<file path="src/rtl/srx_pkg.sv">
package srx_pkg;
    localparam int FRAME_W = 8;
    localparam int FLAG_N  = 4;

    localparam int F_READY = 0;
    localparam int F_OVR   = 1;
    localparam int F_PAR   = 2;
    localparam int F_FRM   = 3;

    typedef logic [FLAG_N-1:0] flag_vec_t;

    function automatic logic err_any(flag_vec_t f);
        return f[F_OVR] | f[F_PAR] | f[F_FRM];
    endfunction
endpackage

</file>
<file path="src/rtl/srx_edge.sv">
module srx_edge (
    input  logic clk,
    input  logic rst,
    input  logic lvl,
    output logic rise
);
    logic lvl_q;

    always_ff @(posedge clk) begin
        if (rst) lvl_q <= 1'b1;
        else     lvl_q <= lvl;
    end

    assign rise = lvl & ~lvl_q;

    // a detected edge never repeats on the next cycle
    a_r2_single_rise: assert property (@(posedge clk) disable iff (rst)
        rise |=> !rise);
endmodule

</file>
<file path="src/rtl/srx_shift.sv">
module srx_shift #(
    parameter int W = srx_pkg::FRAME_W
) (
    input  logic         clk,
    input  logic         rst,
    input  logic         en,
    input  logic         halt,
    input  logic         rise,
    input  logic         din,
    output logic         done,
    output logic [W-1:0] frame
);
    localparam int CNT_W = $clog2(W);
    localparam logic [CNT_W-1:0] LAST = CNT_W'(W - 1);

    logic [CNT_W-1:0] cnt;
    logic [W-2:0]     sh;
    logic             take;

    assign take  = en & ~halt & rise;
    assign done  = take & (cnt == LAST);
    assign frame = {din, sh};

    always_ff @(posedge clk) begin
        if (rst) begin
            cnt <= '0;
            sh  <= '0;
        end else if (!en) begin
            cnt <= '0;
        end else if (take) begin
            sh  <= {din, sh[W-2:1]};
            cnt <= done ? '0 : cnt + 1'b1;
        end
    end

    // disabled receiver keeps its count at zero
    a_r9_cnt_zero: assert property (@(posedge clk) disable iff (rst)
        !en |=> cnt == '0);
    // a halted receiver does not advance its count
    a_r8_hold: assert property (@(posedge clk) disable iff (rst)
        halt |=> (cnt == $past(cnt)) || (cnt == '0));
endmodule

</file>
<file path="src/rtl/srx_status.sv">
module srx_status
    import srx_pkg::*;
#(
    parameter int W = FRAME_W
) (
    input  logic         clk,
    input  logic         rst,
    input  logic         done,
    input  logic [W-1:0] frame,
    input  logic         par_set,
    input  logic         frm_set,
    input  logic         rd,
    input  logic         wr,
    input  flag_vec_t    wdata,
    input  logic         dma,
    output flag_vec_t    flags,
    output logic [W-1:0] data,
    output logic         irq
);
    flag_vec_t armed, set_v, clr_v;
    logic store;

    assign store          = done & ~flags[F_READY];
    assign set_v[F_READY] = store;
    assign set_v[F_OVR]   = done & flags[F_READY];
    assign set_v[F_PAR]   = par_set;
    assign set_v[F_FRM]   = frm_set;

    for (genvar i = 0; i < FLAG_N; i++) begin : g_flag
        logic sw_clr;
        assign sw_clr = wr & armed[i] & ~wdata[i];
        if (i == F_READY) begin : g_dma
            assign clr_v[i] = sw_clr | dma;
        end else begin : g_sw
            assign clr_v[i] = sw_clr;
        end

        always_ff @(posedge clk) begin
            if (rst) begin
                flags[i] <= 1'b0;
                armed[i] <= 1'b0;
            end else begin
                flags[i] <= set_v[i] | (flags[i] & ~clr_v[i]);
                if (wr)      armed[i] <= 1'b0;
                else if (rd) armed[i] <= flags[i];
            end
        end
    end

    always_ff @(posedge clk) begin
        if (rst) begin
            data <= '0;
            irq  <= 1'b0;
        end else begin
            irq <= store;
            if (store) data <= frame;
        end
    end

    // interrupt only with a fresh rise of the ready flag
    a_r3_irq_rise: assert property (@(posedge clk) disable iff (rst)
        irq |-> flags[F_READY] && !$past(flags[F_READY]));
    // overrun leaves the held byte untouched
    a_r4_keep_data: assert property (@(posedge clk) disable iff (rst)
        $rose(flags[F_OVR]) |-> $stable(data));
    // DMA read drops ready unless a byte is stored at once
    a_r7_dma_clear: assert property (@(posedge clk) disable iff (rst)
        (dma && !done) |=> !flags[F_READY]);
    // ready cannot rise while parity or framing is flagged
    a_r8_no_ready: assert property (@(posedge clk) disable iff (rst)
        (flags[F_PAR] || flags[F_FRM]) |=> !$rose(flags[F_READY]));
endmodule

</file>
<file path="src/rtl/srx_top.sv">
module srx_top
    import srx_pkg::*;
(
    input  logic               clk,
    input  logic               rst,
    input  logic               rx_en,
    input  logic               ser_clk,
    input  logic               ser_data,
    input  logic               set_par_err,
    input  logic               set_frm_err,
    input  logic               st_rd,
    input  logic               st_wr,
    input  logic [FLAG_N-1:0]  st_wdata,
    input  logic               dma_ack,
    output logic [FRAME_W-1:0] rx_data,
    output logic               st_ready,
    output logic               st_overrun,
    output logic               st_parity,
    output logic               st_framing,
    output logic               rx_irq
);
    logic               rise, done;
    logic [FRAME_W-1:0] frame;
    flag_vec_t          flags;

    srx_edge i_edge (
        .clk  (clk),
        .rst  (rst),
        .lvl  (ser_clk),
        .rise (rise)
    );

    srx_shift #(.W(FRAME_W)) i_shift (
        .clk   (clk),
        .rst   (rst),
        .en    (rx_en),
        .halt  (err_any(flags)),
        .rise  (rise),
        .din   (ser_data),
        .done  (done),
        .frame (frame)
    );

    srx_status #(.W(FRAME_W)) i_status (
        .clk     (clk),
        .rst     (rst),
        .done    (done),
        .frame   (frame),
        .par_set (set_par_err),
        .frm_set (set_frm_err),
        .rd      (st_rd),
        .wr      (st_wr),
        .wdata   (st_wdata),
        .dma     (dma_ack),
        .flags   (flags),
        .data    (rx_data),
        .irq     (rx_irq)
    );

    assign st_ready   = flags[F_READY];
    assign st_overrun = flags[F_OVR];
    assign st_parity  = flags[F_PAR];
    assign st_framing = flags[F_FRM];
endmodule

</file>
<file path="config.mk">
export PLATFORM = sky130hd
export DESIGN_NAME = srx_top
export DESIGN_NICKNAME = d
export VERILOG_FILES = /design/src/rtl/srx_pkg.sv /design/src/rtl/srx_edge.sv /design/src/rtl/srx_shift.sv /design/src/rtl/srx_status.sv /design/src/rtl/srx_top.sv
export SDC_FILE = /design/constraint.sdc
export NUM_CORES = 1
export LEC_CHECK = 0
export BUFFER_PORTS_ARGS = -buffer_cell sky130_fd_sc_hd__buf_2
export CORE_ASPECT_RATIO = 1.25
export CORE_MARGIN = 2
export CORE_UTILIZATION = 50
export DETAILED_ROUTE_END_ITERATION = 7
export PLACE_DENSITY = 0.78
export SLEW_MARGIN = 20
export SYNTH_ARGS = -nofsm -noshare
export SYNTH_HDL_FRONTEND = slang
export SYNTH_SLANG_ARGS = --single-unit
export TNS_END_PERCENT = 30
</file>
<file path="constraint.sdc">
create_clock -name clk -period 2.99 [get_ports clk]
set_clock_uncertainty 0.2 [all_clocks]
set_input_delay 0.1495 -clock clk [delete_from_list [all_inputs] [get_ports clk]]
set_output_delay 0.1495 -clock clk [all_outputs]
set_load 0.02 [all_outputs]
</file>
==> results of run 1 <==
==> state kept, by name, summed over array words and instances (netlist names) <==
| signal | flops |
|---|---|
| i_status.armed | 4 |
| i_status.irq | 1 |
| i_status.data | 8 |
| i_shift.cnt | 3 |
| i_edge.lvl_q | 1 |
| i_status.flags | 4 |
| i_shift.sh | 7 |
==> per-stage QoR <==
stage	std cells	total power [W]	cell area (µm²)	hold WS, ns
final	182	0.000608	1450	0.0701
after global routing	182	0.000638	1450	0.0707
after CTS	181	0.000611	1440	0.00555
after detailed placement	165	0.000424	1280	0.170
after global placement	165	0.000423	1280	0.153
after floorplan	116	0.000410	1150	0.0561
==> routing by layer <==
metal	wire length [µm]	vias up	GRT usage, %
met1	984	424	21.6
met2	1180	20	29.2
met4	8	0	6.75
li1	-	481	-
met5	0	-	0
met3	69	2	4.05
==> final cells by class <==
cell class,instances,share of cell area (%)
Timing Repair Buffer,39,18.0
Multi-Input combinational cell,80,38.1
Tap cell,31,2.68
Sequential cell,28,38.8
Clock buffer,4,2.51
==> Yosys cell counts <==
library cell,n,share of area (%)
nand2_1,3,0.98
or4_1,1,0.65
or4b_2,1,0.87
dfxtp_1,28,49
mux2i_1,14,12
nand4_1,1,0.54
nand4b_1,1,0.76
buf_2,2,0.87
or2_2,1,0.54
or2_1,1,0.54
buf_6,1,0.98
and2_1,1,0.54
nor4_1,1,0.54
nor3_1,4,1.7
a21oi_2,1,0.76
o21ai_0,10,4.3
ha_1,2,2.2
a21oi_1,3,1.3
nor4b_1,1,0.76
nor2_1,2,0.65
nor2b_1,9,4.9
o21ai_1,8,3.5
nand3b_1,5,3.3
nand2b_1,8,4.3
or4bb_1,2,2.0
clkbuf_1,5,1.6
==> kinds of logic after synthesis <==
logic type,share of synthesized area (%)
and+or+nand+nor,23.6
DFF,48.7
AOI/OAI and AO/OA,9.89
muxes,12.2
buffers and inverters,3.48
adders and majority gates,2.17
==> worst reg2reg max path, delay by kind of cell, from the launching register on <==
| kind | cells | cell delay, ns |
|---|---|---|
| adders and majority gates | 2 | 0.40 |
| AOI/OAI and AO/OA | 1 | 0.16 |
| DFF | 1 | 0.38 |
| and+or+nand+nor | 2 | 0.76 |
==> final timing paths <==
check	startpoint	end	cells past startpoint
worst max-delay path	i_shift.cnt[0]	i_status.data[2]	5
worst min-delay path	rst	i_status.flags[2]	2
worst max register to register	i_shift.cnt[0]	i_status.data[2]	5
worst min register to register	i_shift.sh[0]	i_status.data[0]	2
==> power groups by stage <==
stage | clock, W | sequential (W) | combinational [W]
2_1_floorplan | 0 | 0.000390 | 0.0000205
3_3_place_gp | 0 | 0.000388 | 0.0000355
3_5_place_dp | 0 | 0.000388 | 0.0000362
4_1_cts | 0.000184 | 0.000380 | 0.0000468
5_1_grt | 0.000205 | 0.000381 | 0.0000529
6_report | 0.000179 | 0.000380 | 0.0000489
==> results by group, run 1 <==
Run status
  – Status: complete, no violations

GRT
  – First-pass GRT wire length: between 3000 and 4000 µm
  – Largest net degree at the start of global routing: 33
  – Total GRT Usage: between 10% and 20%
  – GRT Residual Overflow: 0
  – Initial antenna violation count: 0
  – Vias in the first global route: 850

Clock network
  – CTS tree: yes
  – Clk sinks: 28
  – Htree depth: 1
  – CTS buffer count: 3
  – Clock transition at path regs: ~0.14 ns
  – CTS Hold Bufs: 12
  – Post-CTS Setup Bufs: 0
  – Resized Gates After CTS: 0
  – Clk buf depth: 2
  – Root Buffer: clkbuf_4
  – Skew-Pair Late Insertion Delay: 0.32 ns

Setup path
  – Buf/Inv on CP: 0
  – CP top delay family: simple AND/OR/NAND/NOR gates
  – WP data required: 3.06 ns
  – CP arrival: roughly 2.0 ns
  – Cells along the critical path: ha_1, ha_1, nand4b_1, or2_1, o21ai_1
  – Critical Path Sink Type: register
  – Crit-path max FO: 9
  – CP peak stage delay: 0.44 ns
  – Critical-path top delay cell: or2_1
  – Startpoint Class: register
  – Critical Path Most Common Cell: ha_1
  – Crit Path Category: reg -> reg
  – Worst R2R Setup Slack: slightly above 1 ns

Place
  – Pre-CTS setup slack: around 1.1 ns
  – Port bufs: 26
  – Detail Placement HPWL: 1420 µm
  – Placer Congestion: around 0.74

Floorplanning
  – Die Wd: 46.9 µm
  – Ports: 27
  – Placement Rows: 19
  – Core area: around 2200 µm²
  – Die Ht: 57.6 µm
  – Die ar.: ~2700 µm²
  – Starting density of the core: a little over half

Routing
  – Initial DRC Count: 12
  – Via Count: between 900 and 1k
  – Routed length per placed instance: between 10 and 15 µm
  – DRC Markers: 0
  – Via density: between 5 and 6
  – Drt first pass iters: 4
  – ANT nets after route: 0
  – WL final: between 2000 and 2500 µm

Finish
  – Final Util: roughly 66%
  – Footprint of the multi-input gates: 551 µm²
  – Nets@finish: 168
  – FILL cells: 194
  – Seq. cell area: between 500 and 600 µm²
  – Share of layout cells above drive strength 1: 21.9%
  – Area Growth Syn to Fin: 25.7%
  – Commonest cells after routing, fill and taps aside: dfxtp_1 (28), buf_2 (26), mux2i_1 (14)
  – Number of diodes: 0
  – Most common cell after layout, fill and taps aside: dfxtp_1

Synth
  – Post-synthesis cell type count: 26
  – Ys Warns: 0
  – Synthesized cell area: between 1000 and 1500 µm²
  – #FFs+latches synth: 28
  – Synth Instances: roughly 120
  – Sequential share of the synthesized area: between 40% and 50%
  – Synth Net Count: ~130
  – Mapped Avg Cell Area: slightly below 10 µm²

Min path
  – Worst Hold Class: in -> reg

Flow run
  – # Max-Cap Violations: 0

Power and ir drop
  – Combinational group share of total power: under 10%
  – Lkg Pwr: between 0.6 and 0.7 nW
  – Clock group share of total power: 29.4%
  – Pwr/cell area: 420 nW/µm²
  – VDD IR-drop max: 389 µV
  – Switching power: approximately 0.00013 W
  – Cell-internal power: 0.000477 W
  – Seq pwr share: a little over three fifths
  – Sw Share: a little over a fifth

STA
  – Worst slew pin tran: approximately 0.56 ns
  – Maximum clock frequency: between 0.5 and 0.6 GHz
  – Final Setup Violations: 0
  – Fin Setup TNS: 0 ns
  – Final-report max-slew violation count: 0
  – Tcrit/Tclk final: about two thirds
  – Final Hold Viols: 0
  – Final setup margin: 1.03 ns
  – Relative slew margins: a little over three fifths
  – Final Critical Period: between 1.5 and 2 ns
  – Unrepaired setup endpoints after global routing: false
Note: power is estimated with default switching activity, not from simulation.
==> run 2: changes to the inputs <==
==> constraint.sdc (replaced) <==
create_clock -name clk -period 1.9 [get_ports clk]
set_clock_uncertainty 0.2 [all_clocks]
set_input_delay 0.095 -clock clk [delete_from_list [all_inputs] [get_ports clk]]
set_output_delay 0.095 -clock clk [all_outputs]
set_load 0.02 [all_outputs]
==> run 2 against run 1 <==
- register-to-register slack worse by 0.92 ns
- critical path depth down 1
- clock-buffer cell count down 1
- flip-flop and latch count unchanged
- non-clock buffer count up 3
- maximum frequency up 9.4%
- first-iteration DRC count up 110%
==> results by group, run 2 (synthesis gave the netlist of run 1 again) <==
STA
  – Final-report max-slew violation count: 0 (unchanged)
  – Final Setup Violations: 0 (unchanged)
  – Fin Setup TNS: 0 ns (unchanged)
  – Tcrit/Tclk final: 94.2% (was 65.5%)
  – Unrepaired setup endpoints after global routing: false (unchanged)
  – Worst slew pin tran: 0.496 ns (was 0.562 ns)
  – Relative slew margins: 66.9% (was 62.4%)
  – Final Critical Period: 1.79 ns (was 1.96 ns)
  – Maximum clock frequency: 0.559 GHz (was 0.511 GHz)
  – Final Hold Viols: 0 (unchanged)

GRT
  – Total GRT Usage: 19.7% (was 17.6%)
  – First-pass GRT wire length: 3930 µm (was 3530 µm)
  – Largest net degree at the start of global routing: 33 (unchanged)
  – Vias in the first global route: 905 (was 850)
  – Initial antenna violation count: 0 (unchanged)
  – GRT Residual Overflow: 0 (unchanged)

Setup path
  – CP Launch Point: i_shift.cnt[0] (unchanged)
  – R2r endpoint: i_shift.cnt[0] (was i_status.data[2])
  – Startpoint Class: register (unchanged)
  – Reg2reg path depth: 4 (was 5)
  – Reg2reg start: i_shift.cnt[0] (unchanged)
  – CP arrival: 1.85 ns (was 2.02 ns)
  – WP data required: 1.96 ns (was 3.06 ns)
  – Critical Path Sink Type: register (unchanged)
  – Crit Path Category: reg -> reg (unchanged)
  – Worst R2R Setup Slack: 0.11 ns (was 1.03 ns)
  – Crit-path max FO: 6 (was 9)
  – Setup crit end: i_shift.cnt[0] (was i_status.data[2])

Flow run
  – # Max-Cap Violations: 0 (unchanged)

Routing
  – Via Count: 956 (was 927)
  – WL final: 2340 µm (was 2240 µm)
  – Initial DRC Count: 25 (was 12)
  – DRC Markers: 0 (unchanged)
  – Routed length per placed instance: 12.6 µm (was 12.3 µm)
  – ANT nets after route: 0 (unchanged)
  – Via density: 5.17 (was 5.09)
  – Drt first pass iters: 4 (unchanged)

Clock network
  – Htree depth: 1 (unchanged)
  – Root Buffer: clkbuf_4 (unchanged)
  – CTS tree: yes (unchanged)
  – Post-CTS Setup Bufs: 0 (unchanged)
  – Clk sinks: 28 (unchanged)
  – Clk buf depth: 2 (unchanged)
  – Clock transition at path regs: 0.16 ns (was 0.14 ns)
  – CTS buffer count: 3 (unchanged)
  – Skew-Pair Late Insertion Delay: 0.32 ns (about the same)

Floorplanning
  – Die Ht: 57.6 µm (unchanged)
  – Die ar.: 2700 µm² (unchanged)
  – Die Wd: 46.9 µm (unchanged)
  – Starting density of the core: 52.6% (unchanged)
  – Placement Rows: 19 (unchanged)
  – Ports: 27 (unchanged)
  – Core area: 2190 µm² (unchanged)

Place
  – Placer Congestion: 0.746 (was 0.735)
  – Detail Placement HPWL: 1490 µm (was 1420 µm)
  – Port bufs: 26 (unchanged)

Finish
  – Max reg flops: 8 (unchanged)
  – Share of layout cells above drive strength 1: 24.0% (was 21.9%)
  – Number of diodes: 0 (unchanged)
  – Most common cell after layout, fill and taps aside: dfxtp_1 (unchanged)
  – Nets@finish: 171 (was 168)
  – Largest reg by FF count: i_status.data (unchanged)
  – FILL cells: 187 (was 194)
  – Top Registers: i_status.data: 8 flops, i_shift.sh: 7 flops (unchanged)
  – Final Util: 68.0% (was 66.1%)
  – Area Growth Syn to Fin: 29.2% (was 25.7%)
  – Commonest cells after routing, fill and taps aside: dfxtp_1 (28), buf_2 (26), mux2i_1 (14) (unchanged)

Min path
  – Hold Path Depth: 2 (unchanged)
  – Worst Hold Class: in -> reg (unchanged)

Run status
  – Status: complete, no violations (unchanged)

Power and ir drop
  – Pwr Total: 0.00106 W (was 0.000608 W)
  – VDD IR-drop max: 528 µV (was 389 µV)
  – Lkg Pwr: 0.661 nW (was 0.645 nW)
  – Pwr/cell area: 714 nW/µm² (was 420 nW/µm²)
-- run 2: through the flow --
step | setup WS [ns] | hold slack [ns] | std cells | instance area (µm²)
global route | 0.0230 | 0.0244 | 185 | 1490
CTS | 0.0562 | 0.00380 | 185 | 1490
detailed placement | 0.0845 | 0.116 | 168 | 1300
finish | 0.110 | 0.00509 | 185 | 1490
global placement | 0.162 | 0.0984 | 168 | 1300
floorplan | 0.116 | 0.00158 | 116 | 1150
-- run 2: worst min-delay path by stage --
stage                startpoint                 to  slack, ns
global placement    set_par_err  i_status.flags[2]        0.1
global route                rst  i_status.flags[3]       0.02
detailed placement  set_frm_err  i_status.flags[3]       0.12
floorplan               ser_clk       i_edge.lvl_q      0.002
CTS                         rst  i_status.flags[2]      0.004
finish                      rst  i_status.flags[2]      0.005
-- run 2: what timing repair did --
action / 4_1_cts / 5_1_grt
hold buffers: 13 / 0
resized for setup: 0 / 1
setup endpoints to repair: 0 / 1
endpoints found under the hold margin: 14 / 0
-- run 2: report_power, final --
group / total [W] / switching (W) / internal [W] / leakage [nW]
Clock: 0.000385 / 0.000172 / 0.000213 / 0.0279
Sequential: 0.000598 / 0.00000515 / 0.000593 / 0.227
Combinational: 0.0000789 / 0.0000363 / 0.0000426 / 0.407
-- run 2: worst max-delay path, stage by stage, from the launching register on --
cell     delay [ns]
dfxtp_1        0.35
ha_1           0.20
ha_2           0.20
or4b_2         0.64
mux2i_1        0.14
-- run 2: cell type report --
type / instances / area [µm²] / area share (%)
clock buffer: 3 / 22.5 / 1.51
multi-input combinational: 80 / 553 / 37.2
sequential: 28 / 561 / 37.7
tap: 31 / 38.8 / 2.61
clock inverter: 1 / 30.0 / 2.02
timing repair buffer: 42 / 283 / 19.0
-- run 2: per-layer routing --
metal | up-vias | part of all wire (%) | wire (µm) | track usage [%]
met5 | - | 0 | 0 | 0
met4 | 0 | 0.60 | 14 | 5.95
met1 | 449 | 45 | 1050 | 24.5
li1 | 483 | - | - | -
met3 | 2 | 2.8 | 65 | 3.43
met2 | 22 | 52 | 1210 | 33.7
==> run 3: changes to the inputs <==
--- a/config.mk
+++ b/config.mk
@@ -8,9 +8,9 @@
 export BUFFER_PORTS_ARGS = -buffer_cell sky130_fd_sc_hd__buf_2
 export CORE_ASPECT_RATIO = 1.25
 export CORE_MARGIN = 2
-export CORE_UTILIZATION = 50
+export CORE_UTILIZATION = 40
 export DETAILED_ROUTE_END_ITERATION = 7
-export PLACE_DENSITY = 0.78
+export PLACE_DENSITY = 0.65
 export SLEW_MARGIN = 20
 export SYNTH_ARGS = -nofsm -noshare
 export SYNTH_HDL_FRONTEND = slang
==> run 3 against run 2 <==
- flip-flop and latch count unchanged
- wire length down 1.6%
- critical path type unchanged
- combinational power up 2.5%
- via count up 0.52%
- maximum frequency about the same
- first-iteration DRC count down 12%
- worst setup slack better by 0.00054 ns
- total power down 9.2%
- largest cell class unchanged
- critical path depth unchanged
- clock-buffer cell count up 1
- clock power down 25%
==> results by group, run 3 (synthesis gave the netlist of run 1 again) <==
Run status
  – Status: complete, no violations (unchanged)

GRT
  – First-pass GRT wire length: 4160 µm (was 3930 µm)
  – Largest net degree at the start of global routing: 33 (unchanged)
  – Initial antenna violation count: 0 (unchanged)
  – Total GRT Usage: 16.3% (was 19.7%)
  – GRT Residual Overflow: 0 (unchanged)
  – Vias in the first global route: 1047 (was 905)

Setup path
  – Crit-path max FO: 6 (unchanged)
  – CP peak stage delay: 0.64 ns (about the same)
  – CP arrival: 1.86 ns (was 1.85 ns)
  – WP data required: 1.97 ns (was 1.96 ns)
  – Crit Path Category: reg -> reg (unchanged)
  – Reg2reg path depth: 4 (unchanged)
  – CP top delay family: simple AND/OR/NAND/NOR gates (unchanged)
  – Cells along the critical path: ha_1, ha_2, or4b_2, mux2i_1 (unchanged)
  – Startpoint Class: register (unchanged)
  – Critical Path Sink Type: register (unchanged)
  – Critical-path top delay cell: or4b_2 (unchanged)
  – Buf/Inv on CP: 0 (unchanged)
  – Worst path depth: 4 (unchanged)

Power and ir drop
  – Pwr/cell area: 651 nW/µm² (was 714 nW/µm²)
  – Lkg Pwr: 0.659 nW (was 0.661 nW)
  – Pwr Total: 0.000965 W (was 0.00106 W)
  – VDD IR-drop max: 369 µV (was 528 µV)

Clock network
  – CTS tree: yes (unchanged)
  – CTS buffer count: 3 (unchanged)
  – Post-CTS Setup Bufs: 0 (unchanged)
  – Clk buf depth: 2 (unchanged)
  – Clock transition at path regs: 0.14 ns (was 0.16 ns)
  – Htree depth: 1 (unchanged)
  – Clk sinks: 28 (unchanged)
  – Skew-Pair Late Insertion Delay: 0.33 ns (was 0.32 ns)
  – Root Buffer: clkbuf_4 (unchanged)

Finish
  – Number of diodes: 0 (unchanged)
  – Area Growth Syn to Fin: 28.8% (was 29.2%)
  – FILL cells: 261 (was 187)
  – Non-Filler Instances: 189 (was 185)
  – Most common cell after layout, fill and taps aside: dfxtp_1 (unchanged)
  – Largest reg by FF count: i_status.data (unchanged)
  – Final Util: 54.8% (was 68.0%)
  – Top Registers: i_status.data: 8 flops, i_shift.sh: 7 flops (unchanged)
  – Nets@finish: 172 (was 171)
  – Share of layout cells above drive strength 1: 24.5% (was 24.0%)
  – Commonest cells after routing, fill and taps aside: dfxtp_1 (28), buf_2 (26), mux2i_1 (14) (unchanged)
  – Max reg flops: 8 (unchanged)

Min path
  – Worst Hold Class: in -> reg (unchanged)
  – Hold Path Depth: 2 (unchanged)

Place
  – Detail Placement HPWL: 1560 µm (was 1490 µm)
  – Placer Congestion: 0.675 (was 0.746)
  – Port bufs: 26 (unchanged)
  – Placed insts: 172 (was 168)

STA
  – Tcrit/Tclk final: 94.2% (about the same)
  – Fin Setup TNS: 0 ns (unchanged)
  – Final Hold Viols: 0 (unchanged)
  – Worst slew pin tran: 0.495 ns (was 0.496 ns)
  – Final Critical Period: 1.79 ns (about the same)
  – Maximum clock frequency: 0.559 GHz (about the same)
  – Worst hold margin: 0.00422 ns (was 0.00509 ns)
  – Final Setup Violations: 0 (unchanged)
  – Unrepaired setup endpoints after global routing: false (unchanged)
  – Final-report max-slew violation count: 0 (unchanged)
  – Relative slew margins: 67.0% (was 66.9%)

Routing
  – Drt first pass iters: 3 (was 4)
  – Via Count: 961 (was 956)
  – Via density: 5.08 (was 5.17)
  – Routed length per placed instance: 12.2 µm (was 12.6 µm)
  – WL final: 2300 µm (was 2340 µm)
  – Initial DRC Count: 22 (was 25)
  – DRC Markers: 0 (unchanged)
  – ANT nets after route: 0 (unchanged)

Floorplanning
  – Starting density of the core: 42.5% (was 52.6%)
  – Die ar.: 3330 µm² (was 2700 µm²)
  – Ports: 27 (unchanged)
  – Die Ht: 64.0 µm (was 57.6 µm)
  – Placement Rows: 21 (was 19)
  – Core area: 2710 µm² (was 2190 µm²)
  – Die Wd: 52.0 µm (was 46.9 µm)

Flow run
  – # Max-Cap Violations: 0 (unchanged)
==> run 3: repair_timing <==
action | 4_1_cts | 5_1_grt
gates resized for setup | 0 | 1
hold buffers | 13 | 0
hold endpoints to repair | 15 | 0
setup endpoints to repair | 0 | 1
==> run 3: cell type report <==
cell class / count / area [µm²] / share of cell area [%]
timing repair buffer: 43 / 290 / 19.6
multi-input combinational: 80 / 553 / 37.3
sequential: 28 / 561 / 37.8
clock buffer: 4 / 36.3 / 2.45
tap: 34 / 42.5 / 2.87
==> run 3: per-stage QoR <==
| step | worst slack [ns] | cell area, µm² |
|---|---|---|
| finish | 0.111 | 1480 |
| global route | 0.0162 | 1480 |
| CTS | 0.0582 | 1480 |
| detailed placement | 0.0998 | 1310 |
| global placement | 0.157 | 1310 |
| floorplan | 0.116 | 1150 |
==> run 3: layer usage <==
metal | up-vias | track usage, % | wire (µm)
met5 | - | 0 | 0
met4 | 0 | 6.91 | 48
met3 | 5 | 2.10 | 66
met2 | 23 | 32.0 | 1200
met1 | 450 | 16.3 | 982
li1 | 483 | - | -
==> run 3: path summary, 6_finish.rpt <==
kind | slack, ns | to | start
max | 0.11 | i_shift.cnt[0] | i_shift.cnt[0]
min | 0.004 | i_status.flags[3] | rst
max reg2reg | 0.11 | i_shift.cnt[0] | i_shift.cnt[0]
min reg2reg | 0.30 | i_status.data[0] | i_shift.sh[0]
==> run 3: power by group <==
part	switching (W)	internal [W]
Sequential	0.00000442	0.000593
Combinational	0.0000366	0.0000443
Clock	0.000169	0.000117
Total	0.000210	0.000755
==> run 3: worst register-to-register path, delay by kind of cell, from the launching register on <==
family	cells	cell delay, ns
multiplexers	1	0.14
adder cells (fa/ha/maj)	2	0.40
flip-flops	1	0.35
AND/OR/NAND/NOR	1	0.65
